<file path="src/rtl/dr_rail_pkg.sv">
package dr_rail_pkg;

  // Dual-rail code: (t,f) = (1,0) one, (0,1) zero, (0,0) spacer, (1,1) illegal
  typedef struct packed {
    logic t;
    logic f;
  } rail_pair_t;

  // Single-rail to rail-pair conversion, masked by the phase enable
  function automatic rail_pair_t rail_encode(input logic v, input logic en);
    rail_pair_t r;
    r.t = v & en;
    r.f = (~v) & en;
    return r;
  endfunction

endpackage

</file>
<file path="src/rtl/dr_phase_seq.sv">
module dr_phase_seq (
  input  logic clk,
  input  logic rst_n,
  output logic eval_o
);
  logic eval_q;
  logic eval_d;

  always_comb begin
    eval_d = ~eval_q;
  end

  always_ff @(posedge clk or negedge rst_n) begin
    if (!rst_n) eval_q <= 1'b0;
    else        eval_q <= eval_d;
  end

  assign eval_o = eval_q;


  phase_toggle_chk: assert property (@(posedge clk) disable iff (!rst_n)
    eval_q |=> !eval_q);

  phase_return_chk: assert property (@(posedge clk) disable iff (!rst_n)
    !eval_q |=> eval_q);

endmodule

</file>
<file path="src/rtl/dr_operand_stage.sv">
module dr_operand_stage
  import dr_rail_pkg::*;
#(
  parameter int LANES = 32
) (
  input  logic                   clk,
  input  logic                   rst_n,
  input  logic                   eval_i,
  input  logic [LANES-1:0]       op_a_i,
  input  logic [LANES-1:0]       op_b_i,
  output logic [LANES-1:0]       a_q_o,
  output logic [LANES-1:0]       b_q_o,
  output rail_pair_t [LANES-1:0] a_rail_o,
  output rail_pair_t [LANES-1:0] b_rail_o
);
  logic             load_en;
  logic [LANES-1:0] a_q, b_q;
  logic [LANES-1:0] a_d, b_d;

  // Load only at the edge that ends a precharge cycle
  assign load_en = ~eval_i;

  always_comb begin
    a_d = a_q;
    b_d = b_q;
    if (load_en) begin
      a_d = op_a_i;
      b_d = op_b_i;
    end
  end

  always_ff @(posedge clk or negedge rst_n) begin
    if (!rst_n) begin
      a_q <= '0;
      b_q <= '0;
    end else begin
      a_q <= a_d;
      b_q <= b_d;
    end
  end

  // Precharge gating at the first combinational stage
  for (genvar g = 0; g < LANES; g++) begin : g_enc
    assign a_rail_o[g] = rail_encode(a_q[g], eval_i);
    assign b_rail_o[g] = rail_encode(b_q[g], eval_i);
  end

  assign a_q_o = a_q;
  assign b_q_o = b_q;


  operand_hold_chk: assert property (@(posedge clk) disable iff (!rst_n)
    eval_i |=> ($stable(a_q) && $stable(b_q)));

endmodule

</file>
<file path="src/rtl/dr_rail_and.sv">
module dr_rail_and
  import dr_rail_pkg::*;
(
  input  rail_pair_t x_i,
  input  rail_pair_t y_i,
  output rail_pair_t z_o
);
  // True rail: AND of true rails. False rail: OR of false rails.
  assign z_o.t = x_i.t & y_i.t;
  assign z_o.f = x_i.f | y_i.f;
endmodule

</file>
<file path="src/rtl/dr_capture.sv">
module dr_capture
  import dr_rail_pkg::*;
#(
  parameter int LANES = 32
) (
  input  logic                   clk,
  input  logic                   rst_n,
  input  logic                   eval_i,
  input  rail_pair_t [LANES-1:0] lane_i,
  output logic [LANES-1:0]       res_t_o,
  output logic [LANES-1:0]       res_f_o,
  output logic                   valid_o,
  output logic                   err_o
);
  logic [LANES-1:0] t_d, f_d;
  logic [LANES-1:0] t_q, f_q;
  logic             valid_q;
  logic             dual_high;
  logic             empty_in_data;

  for (genvar g = 0; g < LANES; g++) begin : g_split
    assign t_d[g] = lane_i[g].t;
    assign f_d[g] = lane_i[g].f;
  end

  always_ff @(posedge clk or negedge rst_n) begin
    if (!rst_n) begin
      t_q     <= '0;
      f_q     <= '0;
      valid_q <= 1'b0;
    end else begin
      t_q     <= t_d;
      f_q     <= f_d;
      valid_q <= eval_i;
    end
  end

  always_comb begin
    dual_high     = |(t_q & f_q);
    empty_in_data = valid_q & (|(~(t_q | f_q)));
  end

  assign err_o   = dual_high | empty_in_data;
  assign res_t_o = t_q;
  assign res_f_o = f_q;
  assign valid_o = valid_q;


  spacer_out_chk: assert property (@(posedge clk) disable iff (!rst_n)
    !valid_q |-> ((t_q | f_q) == '0));

  one_hot_out_chk: assert property (@(posedge clk) disable iff (!rst_n)
    valid_q |-> ($countones(t_q | f_q) == LANES && (t_q & f_q) == '0));

endmodule

</file>
<file path="src/rtl/dr_and_array.sv">
module dr_and_array
  import dr_rail_pkg::*;
#(
  parameter int LANES = 32
) (
  input  logic             clk,
  input  logic             rst_n,
  input  logic [LANES-1:0] op_a,
  input  logic [LANES-1:0] op_b,
  output logic             phase_eval,
  output logic [LANES-1:0] res_t,
  output logic [LANES-1:0] res_f,
  output logic             res_valid,
  output logic             rail_err
);
  logic                   eval_w;
  logic [LANES-1:0]       a_q, b_q;
  rail_pair_t [LANES-1:0] a_rail, b_rail, z_rail;

  dr_phase_seq u_phase (
    .clk    (clk),
    .rst_n  (rst_n),
    .eval_o (eval_w)
  );

  dr_operand_stage #(.LANES(LANES)) u_ops (
    .clk      (clk),
    .rst_n    (rst_n),
    .eval_i   (eval_w),
    .op_a_i   (op_a),
    .op_b_i   (op_b),
    .a_q_o    (a_q),
    .b_q_o    (b_q),
    .a_rail_o (a_rail),
    .b_rail_o (b_rail)
  );

  for (genvar g = 0; g < LANES; g++) begin : g_lane
    dr_rail_and u_and (
      .x_i (a_rail[g]),
      .y_i (b_rail[g]),
      .z_o (z_rail[g])
    );
  end

  dr_capture #(.LANES(LANES)) u_cap (
    .clk     (clk),
    .rst_n   (rst_n),
    .eval_i  (eval_w),
    .lane_i  (z_rail),
    .res_t_o (res_t),
    .res_f_o (res_f),
    .valid_o (res_valid),
    .err_o   (rail_err)
  );

  assign phase_eval = eval_w;


  true_rail_chk: assert property (@(posedge clk) disable iff (!rst_n)
    res_valid |-> (res_t == (a_q & b_q)));

  false_rail_chk: assert property (@(posedge clk) disable iff (!rst_n)
    res_valid |-> (res_f == ~(a_q & b_q)));

  gate_spacer_chk: assert property (@(posedge clk) disable iff (!rst_n)
    !eval_w |-> (z_rail == '0));

  rail_err_clear_chk: assert property (@(posedge clk) disable iff (!rst_n)
    !rail_err);

endmodule

</file>
<file path="config.mk">
export PLATFORM = sky130hd
export DESIGN_NAME = dr_and_array
export DESIGN_NICKNAME = d
export VERILOG_FILES = /design/src/rtl/dr_rail_pkg.sv /design/src/rtl/dr_phase_seq.sv /design/src/rtl/dr_operand_stage.sv /design/src/rtl/dr_rail_and.sv /design/src/rtl/dr_capture.sv /design/src/rtl/dr_and_array.sv
export SDC_FILE = /design/constraint.sdc
export NUM_CORES = 1
export LEC_CHECK = 0
export BUFFER_PORTS_ARGS = -buffer_cell sky130_fd_sc_hd__buf_2
export CORE_MARGIN = 1.5
export CORE_UTILIZATION = 40
export CTS_CLUSTER_DIAMETER = 120
export DETAILED_ROUTE_END_ITERATION = 6
export PLACE_DENSITY = 0.68
export SLEW_MARGIN = 10
export SYNTH_ARGS = -nofsm -noshare
export SYNTH_HDL_FRONTEND = slang
export SYNTH_HIERARCHICAL = 1
export SYNTH_SLANG_ARGS = --single-unit
</file>
<file path="constraint.sdc">
create_clock -name clk -period 2.5 [get_ports clk]
set_input_delay 0.375 -clock clk [delete_from_list [all_inputs] [get_ports clk]]
set_output_delay 0.375 -clock clk [all_outputs]
set_load 0.01 [all_outputs]
</file>
Yosys cells after proc, flatten, opt, wreduce, memory -nomap -nowiden
Cells that the tools add are included.
{"block": "totals", "regBits": 130, "latch_bits": 0, "ramBits": 0, "mem_bits_ro": 0, "elab_cells": 270, "n_memories": 0}
{"block": "classes", "n_addsub": 0, "multipliers": 0, "n_div": 0, "magnitude_cmp": 0, "n_eq_ne": 0, "shift": 0, "mux": 0, "bitwise_logic": 262, "n_reduce_logical": 2}
{"operator": "$and 1x1->1", "count": 161}
{"operator": "$not 1->1", "count": 65}
{"operator": "$reduce_or 32->1", "count": 2}
{"operator": "$or 1x1->1", "count": 33}
{"operator": "$and 32x32->32", "count": 1}
{"operator": "$not 32->32", "count": 1}
{"operator": "$or 32x32->32", "count": 1}

Logic depth before layout (Yosys ltp)
Gate-level depths: netlist of run 1.
{"block": "logic_depth", "depth_word": 5, "mapped_depth": 4, "ltp_nobuf": 4}

By module
Netlist of run 1, hierarchy kept.
{"mod": "dr_operand_stage", "instances": 1, "cells_per_inst": 277, "area_each_um2": 3549.7, "seq_area_each_um2": 1601.5}
{"mod": "dr_capture", "instances": 1, "cells_per_inst": 105, "area_each_um2": 1944.4, "seq_area_each_um2": 1626.6}
{"mod": "dr_rail_and", "instances": 32, "cells_per_inst": 2, "area_each_um2": 12.5, "seq_area_each_um2": 0.0}
{"mod": "dr_phase_seq", "instances": 1, "cells_per_inst": 2, "area_each_um2": 28.8, "seq_area_each_um2": 25.0}

Least setup slack after synthesis of run 1
Ideal clock, no wire load.
{"block": "synth_path", "path_kind": "reg-to-output", "start": "register u_cap.t_q[11], in the netlist u_cap/res_t_o[11]", "end": "output rail_err", "arrival_time_ns": 1.218, "slack_ns": 0.907, "path_stages_with_launch": 5, "cell_sequence": "dfrtp_1 a22o_1 a221oi_2 nand4_1 a211o_1"}
{"block": "synth_via", "elab_chain_cells": 5}
{"element": "start, declared", "line": "dr_capture.sv:16", "text": "logic [LANES-1:0] t_q, f_q;"}
{"element": "start signal, assigned", "line": "dr_capture.sv:32", "text": "t_q <= t_d;"}
{"element": "$or 32x32->32", "line": "dr_capture.sv:40", "text": "empty_in_data = valid_q & (|(~(t_q | f_q)));"}
{"element": "$not 32->32", "line": "dr_capture.sv:40"}
{"element": "$reduce_or 32->1", "line": "dr_capture.sv:40"}
{"element": "$and 1x1->1", "line": "dr_capture.sv:40"}
{"element": "$or 1x1->1 *", "line": "dr_capture.sv:43", "text": "assign err_o = dual_high | empty_in_data;"}
{"element": "end, declared", "line": "dr_and_array.sv:14", "text": "output logic rail_err"}
Every way passes the cells marked *; elsewhere a longest branch is shown, timed or not.

Worst setup path in the final report of run 1
Ends and elaborated chain as after synthesis.

==> results of run 1 <==
final cells by class:
class / instances / area (µm²)
inverter: 1 / 3.75
clock inverter: 11 / 78.8
fill: 1247 / 7230
timing repair buffer: 139 / 753
multi-input combinational: 296 / 2460
sequential: 130 / 3260
tap: 184 / 230
clock buffer: 21 / 460
state kept, by name, indices dropped and copies added (netlist names):
register,cells
u_cap/res_f_o,32
u_cap/res_t_o,32
u_ops/a_q_o,32
u_ops/b_q_o,32
u_cap/valid_o,1
u_phase/eval_o,1
power groups by stage:
stage / logic, W / registers [W] / clock network [W]
4_1_cts: 0.000287 / 0.00221 / 0.00229
3_5_place_dp: 0.000285 / 0.00224 / 0
5_1_grt: 0.000318 / 0.00222 / 0.00239
2_1_floorplan: 0.000159 / 0.00223 / 0
6_report: 0.000280 / 0.00221 / 0.00224
3_3_place_gp: 0.000276 / 0.00224 / 0
metrics by stage:
stage | std cells | cell area, µm²
6_report | 782 | 7250
5_1_grt | 782 | 7250
4_1_cts | 782 | 7250
3_5_place_dp | 750 | 6710
3_3_place_gp | 750 | 6710
2_1_floorplan | 448 | 5920
layout by cell type (no fill, tap or decap), drive strengths merged:
| cell type | count |
|---|---|
| clkinvlp | 2 |
| nand4 | 3 |
| a221oi | 8 |
| inv | 4 |
| a211o | 1 |
| mux2 | 64 |
| nor4 | 4 |
| or2 | 32 |
| buf | 139 |
| clkinv | 6 |
| dfrtp | 130 |
| clkbuf | 21 |
| nor2b | 64 |
| o22ai | 16 |
| and2 | 96 |
| a22o | 8 |
worst max-delay path, cell delays in order, from the launching register on:
cell      delay, ns
dfrtp_1        0.42
a22o_1         0.28
a221oi_2       0.22
nand4_1        0.14
a211o_1        0.33
buf_2          0.15
routing by layer:
metal	wire (µm)	up-vias	GRT usage, %
met1	5880	1856	23.8
li1	-	1776	-
met3	953	29	6.06
met4	442	0	7.03
met5	0	-	0
met2	6850	131	31.6
final timing paths:
| path | startpoint | cells after the start | slack (ns) | to |
|---|---|---|---|---|
| max | u_cap/res_t_o[11]$_DFF_PN0_ | 5 | 0.17 | rail_err |
| min | rst_n | 1 | -0.001 | u_cap/res_t_o[7]$_DFF_PN0_ |
| max reg2reg | u_phase/eval_o$_DFF_PN0_ | 2 | 0.84 | u_ops/b_q_o[5]$_DFFE_PN0N_ |
| min reg2reg | u_ops/a_q_o[28]$_DFFE_PN0N_ | 1 | 0.53 | u_ops/a_q_o[28]$_DFFE_PN0N_ |
| max in group asynchronous | rst_n | 2 | 1.72 | u_ops/b_q_o[8]$_DFFE_PN0N_ |
| min in group clk | op_b[1] | 2 | 0.19 | u_ops/b_q_o[1]$_DFFE_PN0N_ |
logic make-up after synthesis:
logic type / after synthesis / share of synthesized area (%)
buf+inv: 22 / 3.46
simple gates: 199 / 21.0
flops: 130 / 54.9
mux: 64 / 16.0
compound gates: 33 / 4.63
==> results.toml, run 1 <==
[clocking]
cts-root-buf = "clkbuf_16"
cts.htree.levels = 4
clk_path_buf_depth = 2
cts.sinks = 130
clk_pin_slew_ns = 0.06
postCtsHoldBufs = 0
cts_setup_buffers = 0
cts_resized = 0
insertion_delay_ns = 0.42
cts_buffers = 17
cts_tree = "built"

[logic_synthesis]
yosys.area.top_type_share_pct = 54.9
synth_top_cell_by_area = "dfrtp_1"
async_flop_share_pct = 100
synthMostInstantiatedCell = "dfrtp_1"
synth_warnings = 6
ys_seq_elements = 130
ys_seq_area_share_pct = 54.9
synth-edff-count = 0
avgSynthCellArea_um2 = 13.2
synth_area_leaders = "dfrtp_1 55%, mux2_4 15%, and2_1 10%"
syn-cell-area_mm2 = 0.00592
ys_types = 18
synthTopCellsByCount = "130 x dfrtp_1, 96 x and2_1, 64 x nor2b_1, 60 x mux2_4, 32 x or2_1"
synthFlopType = "dfrtp_1"
syn-num-nets = 514
syn_inst = 448

[layout]
final_layout_size_suffix_gt1_share_pct = 39.8
areaGrowthSynthToFinish_pct = 22.4
final_util_pct = 50.1
diodes = 0
nNetsFinal = 651

[pwr]
switchingPower_w = 0.00107
p_int_w = 0.00366
seqPwrFrac_pct = 46.7
pwr-share-clk_pct = 47.4
vdd_drop_max_uv = 466
p_leak_nw = 3.72
comb_power_share_pct = 5.9
p_total_w = 0.00473
swShare_pct = 22.6
powerDensity_mw_per_mm2 = 652

[worst_setup_path]
cp-end-kind = "output port"
critPathArrivalTime_ns = 1.95
path_class = "reg -> out"
cp-start-kind = "flop"
cp_max_fo = 3
required_ns = 2.12

[job]
drv_cap = 0

[floorplan]
rows = 44
core_mm2 = 0.0145
die_w_um = 125
start_util_pct = 40.9
dieArea_mm2 = 0.0155
die_y_um = 125
io_pins = 133

[timing]
rsz0062_at_grt = "no"
fin_setup_tns_ns = 0
finalSetupViolCount = 0
setup_ws_ns = 0.170
relSlewSlack_pct = 53.6
hold-worst-slack_ns = -0.00101
hold_viol_final = 1
post-route-period-util_pct = 93.2
finalCriticalPeriod_ns = 2.33
fmax_ghz = 0.429
slew_violations = 0
worst_slew_pin_slew_ns = 0.696
clock_skew_ns = 0.00831

[detailed_routing]
dr.pass1.iters = 4
drc = 0
ant_nets = 0
wire_per_inst_um = 18.1
vias_per_cell = 4.85
drt_iter0_drc = 240
vias = 3792
routed_wl_um = 14100

[grt]
grt_start_max_net_pins = 59
antenna_found_initial = 0
grt_remaining_overflow = 0
grt_pass1_wl_um = 22500
first_global_vias = 3972
grt_usage_pct = 19.2

[placed_design]
dp_slack_ns = 0.639
gp_congestion = 0.935
numPortBuffers = 132
dp_hpwl_um = 10600

[run_status]
failed_checks = "hold timing"
outcome = "complete, but fails checks"

[worst_hold_path]
hold_class = "in -> async"
(Power assumes the default switching activity.)
==> run 2: changes to the inputs <==
--- a/config.mk
+++ b/config.mk
@@ -7,10 +7,10 @@
 export LEC_CHECK = 0
 export BUFFER_PORTS_ARGS = -buffer_cell sky130_fd_sc_hd__buf_2
 export CORE_MARGIN = 1.5
-export CORE_UTILIZATION = 40
+export CORE_UTILIZATION = 50
 export CTS_CLUSTER_DIAMETER = 120
 export DETAILED_ROUTE_END_ITERATION = 6
-export PLACE_DENSITY = 0.68
+export PLACE_DENSITY = 0.81
 export SLEW_MARGIN = 10
 export SYNTH_ARGS = -nofsm -noshare
 export SYNTH_HDL_FRONTEND = slang
==> run 2 against run 1 <==
Compared with the run above: the run now ends clean; non-clock buffer count is the same; worst hold slack gained 0.19 ns; sequential cell count is the same; final area grew 1.1%; critical path depth is the same; clock skew grew 0.0033 ns; via count grew 3.0%; combinational power is essentially flat; first-iteration DRC count shrank 2.9%; register-to-register slack lost 0.14 ns; critical path type unchanged; critical endpoint unchanged; largest cell class unchanged; largest power group unchanged; highest routed layer unchanged.
==> results.toml, run 2 (synthesis gave the netlist of run 1 again) <==
[run_status]
outcome = "completed"

[detailed_routing]
wire_per_inst_um = 19.1
vias_per_cell = 5.28
ant_nets = 0
drc = 0
vias = 3904
routed_wl_um = 14100
drt_iter0_drc = 233
dr.pass1.iters = 4

[pwr]
p_leak_nw = 3.79
vdd_drop_max_uv = 824
p_total_w = 0.00528
powerDensity_mw_per_mm2 = 720

[floorplan]
io_pins = 133
dieArea_mm2 = 0.0125
start_util_pct = 51.7
core_mm2 = 0.0115
die_y_um = 112
rows = 39
die_w_um = 112

[placed_design]
dp_hpwl_um = 10300
numPortBuffers = 132
gp_congestion = 0.903

[grt]
grt_start_max_net_pins = 85
antenna_found_initial = 0
first_global_vias = 4124
grt_remaining_overflow = 0
grt_usage_pct = 24.0
grt_pass1_wl_um = 22500

[timing]
post-route-period-util_pct = 95.9
relSlewSlack_pct = 46.4
clock_skew_ns = 0.0116
fmax_ghz = 0.417
worst_slew_pin_slew_ns = 0.804
rsz0062_at_grt = "no"
hold_viol_final = 0
finalCriticalPeriod_ns = 2.40
finalSetupViolCount = 0
fin_setup_tns_ns = 0
slew_violations = 0

[worst_setup_path]
cp-end-kind = "output port"
required_ns = 2.12
critPathArrivalTime_ns = 2.02
cp_max_fo = 3
cp-start-kind = "flop"
path_class = "reg -> out"

[clocking]
cts-root-buf = "clkbuf_16"
cts_setup_buffers = 0
cts.htree.levels = 4
cts_tree = "built"
clk_pin_slew_ns = 0.06
clk_path_buf_depth = 2
cts.sinks = 130
cts_buffers = 17
insertion_delay_ns = 0.42
postCtsHoldBufs = 1
cts_resized = 0

[layout]
nNetsFinal = 651
areaGrowthSynthToFinish_pct = 23.7
final_common_cell = "buf_2"
final_layout_size_suffix_gt1_share_pct = 39.7
diodes = 0
final_cell_mix = "131 x buf_2, 129 x dfrtp_1, 96 x and2_1, 64 x nor2b_1, 60 x mux2_4"

[job]
drv_cap = 0

[worst_hold_path]
hold_class = "in -> reg"
==> run 2: changes by cell type in the layout (fill, tap and decap cells not counted), sizes merged <==
cell | previous run | this run
bufinv | 0 | 6
inv | 4 | 1
clkinv | 6 | 4
buf | 139 | 138
clkbuf | 21 | 20
clkinvlp | 2 | 1
dlygate4sd3 | 0 | 1
==> run 2: cell type report <==
cell class	count	area [µm²]
Clock buffer	20	457
Sequential cell	130	3260
Timing Repair Buffer	139	756
Fill cell	854	4140
Multi-Input combinational cell	296	2460
Inverter	1	3.75
Tap cell	143	179
Clock inverter	11	208
==> run 2: path summary, 6_finish.rpt <==
path	endpoint	depth (start not counted)	slack [ns]	startpoint
max in group asynchronous	u_cap/res_f_o[19]$_DFF_PN0_	3	1.21	rst_n
worst max register to register	u_ops/a_q_o[14]$_DFFE_PN0N_	2	0.70	u_phase/eval_o$_DFF_PN0_
worst min-delay path	u_ops/b_q_o[29]$_DFFE_PN0N_	2	0.18	op_b[29]
min in group asynchronous	u_cap/res_t_o[18]$_DFF_PN0_	2	0.52	rst_n
worst max-delay path	rail_err	5	0.10	u_cap/res_t_o[11]$_DFF_PN0_
worst min register to register	u_ops/a_q_o[24]$_DFFE_PN0N_	1	0.53	u_ops/a_q_o[24]$_DFFE_PN0N_
==> run 2: report_power, final <==
part	internal [W]	switching [W]	leakage (nW)
Sequential	0.00217	0.0000452	1.68
Clock	0.00191	0.000876	0.326
Combinational	0.000171	0.000110	1.78
Total	0.00425	0.00103	3.79
==> run 2: critical path: stages (launching register included) <==
cell      delay, ns
dfrtp_1        0.43
a22o_1         0.28
a221oi_2       0.27
nand4_1        0.14
a211o_1        0.33
buf_2          0.15
==> run 2: through the flow <==
stage          util, %  instance area, µm²  worst slack [ns]  hold slack (ns)  cells
2_1_floorplan        -                5920             0.907           0.0794    448
3_3_place_gp      58.0                6650             0.649            0.399    708
3_5_place_dp      58.0                6650             0.593            0.417    708
4_1_cts           63.9                7320             0.134            0.170    740
5_1_grt           63.9                7320             0.103            0.176    740
6_report          63.9                7320             0.102            0.184    740
==> run 2: per-layer routing <==
metal / track usage, % / share of wire [%]
met4: 14.9 / 5.2
met2: 39.4 / 50
met1: 27.7 / 39
met3: 6.80 / 5.4
met5: 0 / 0
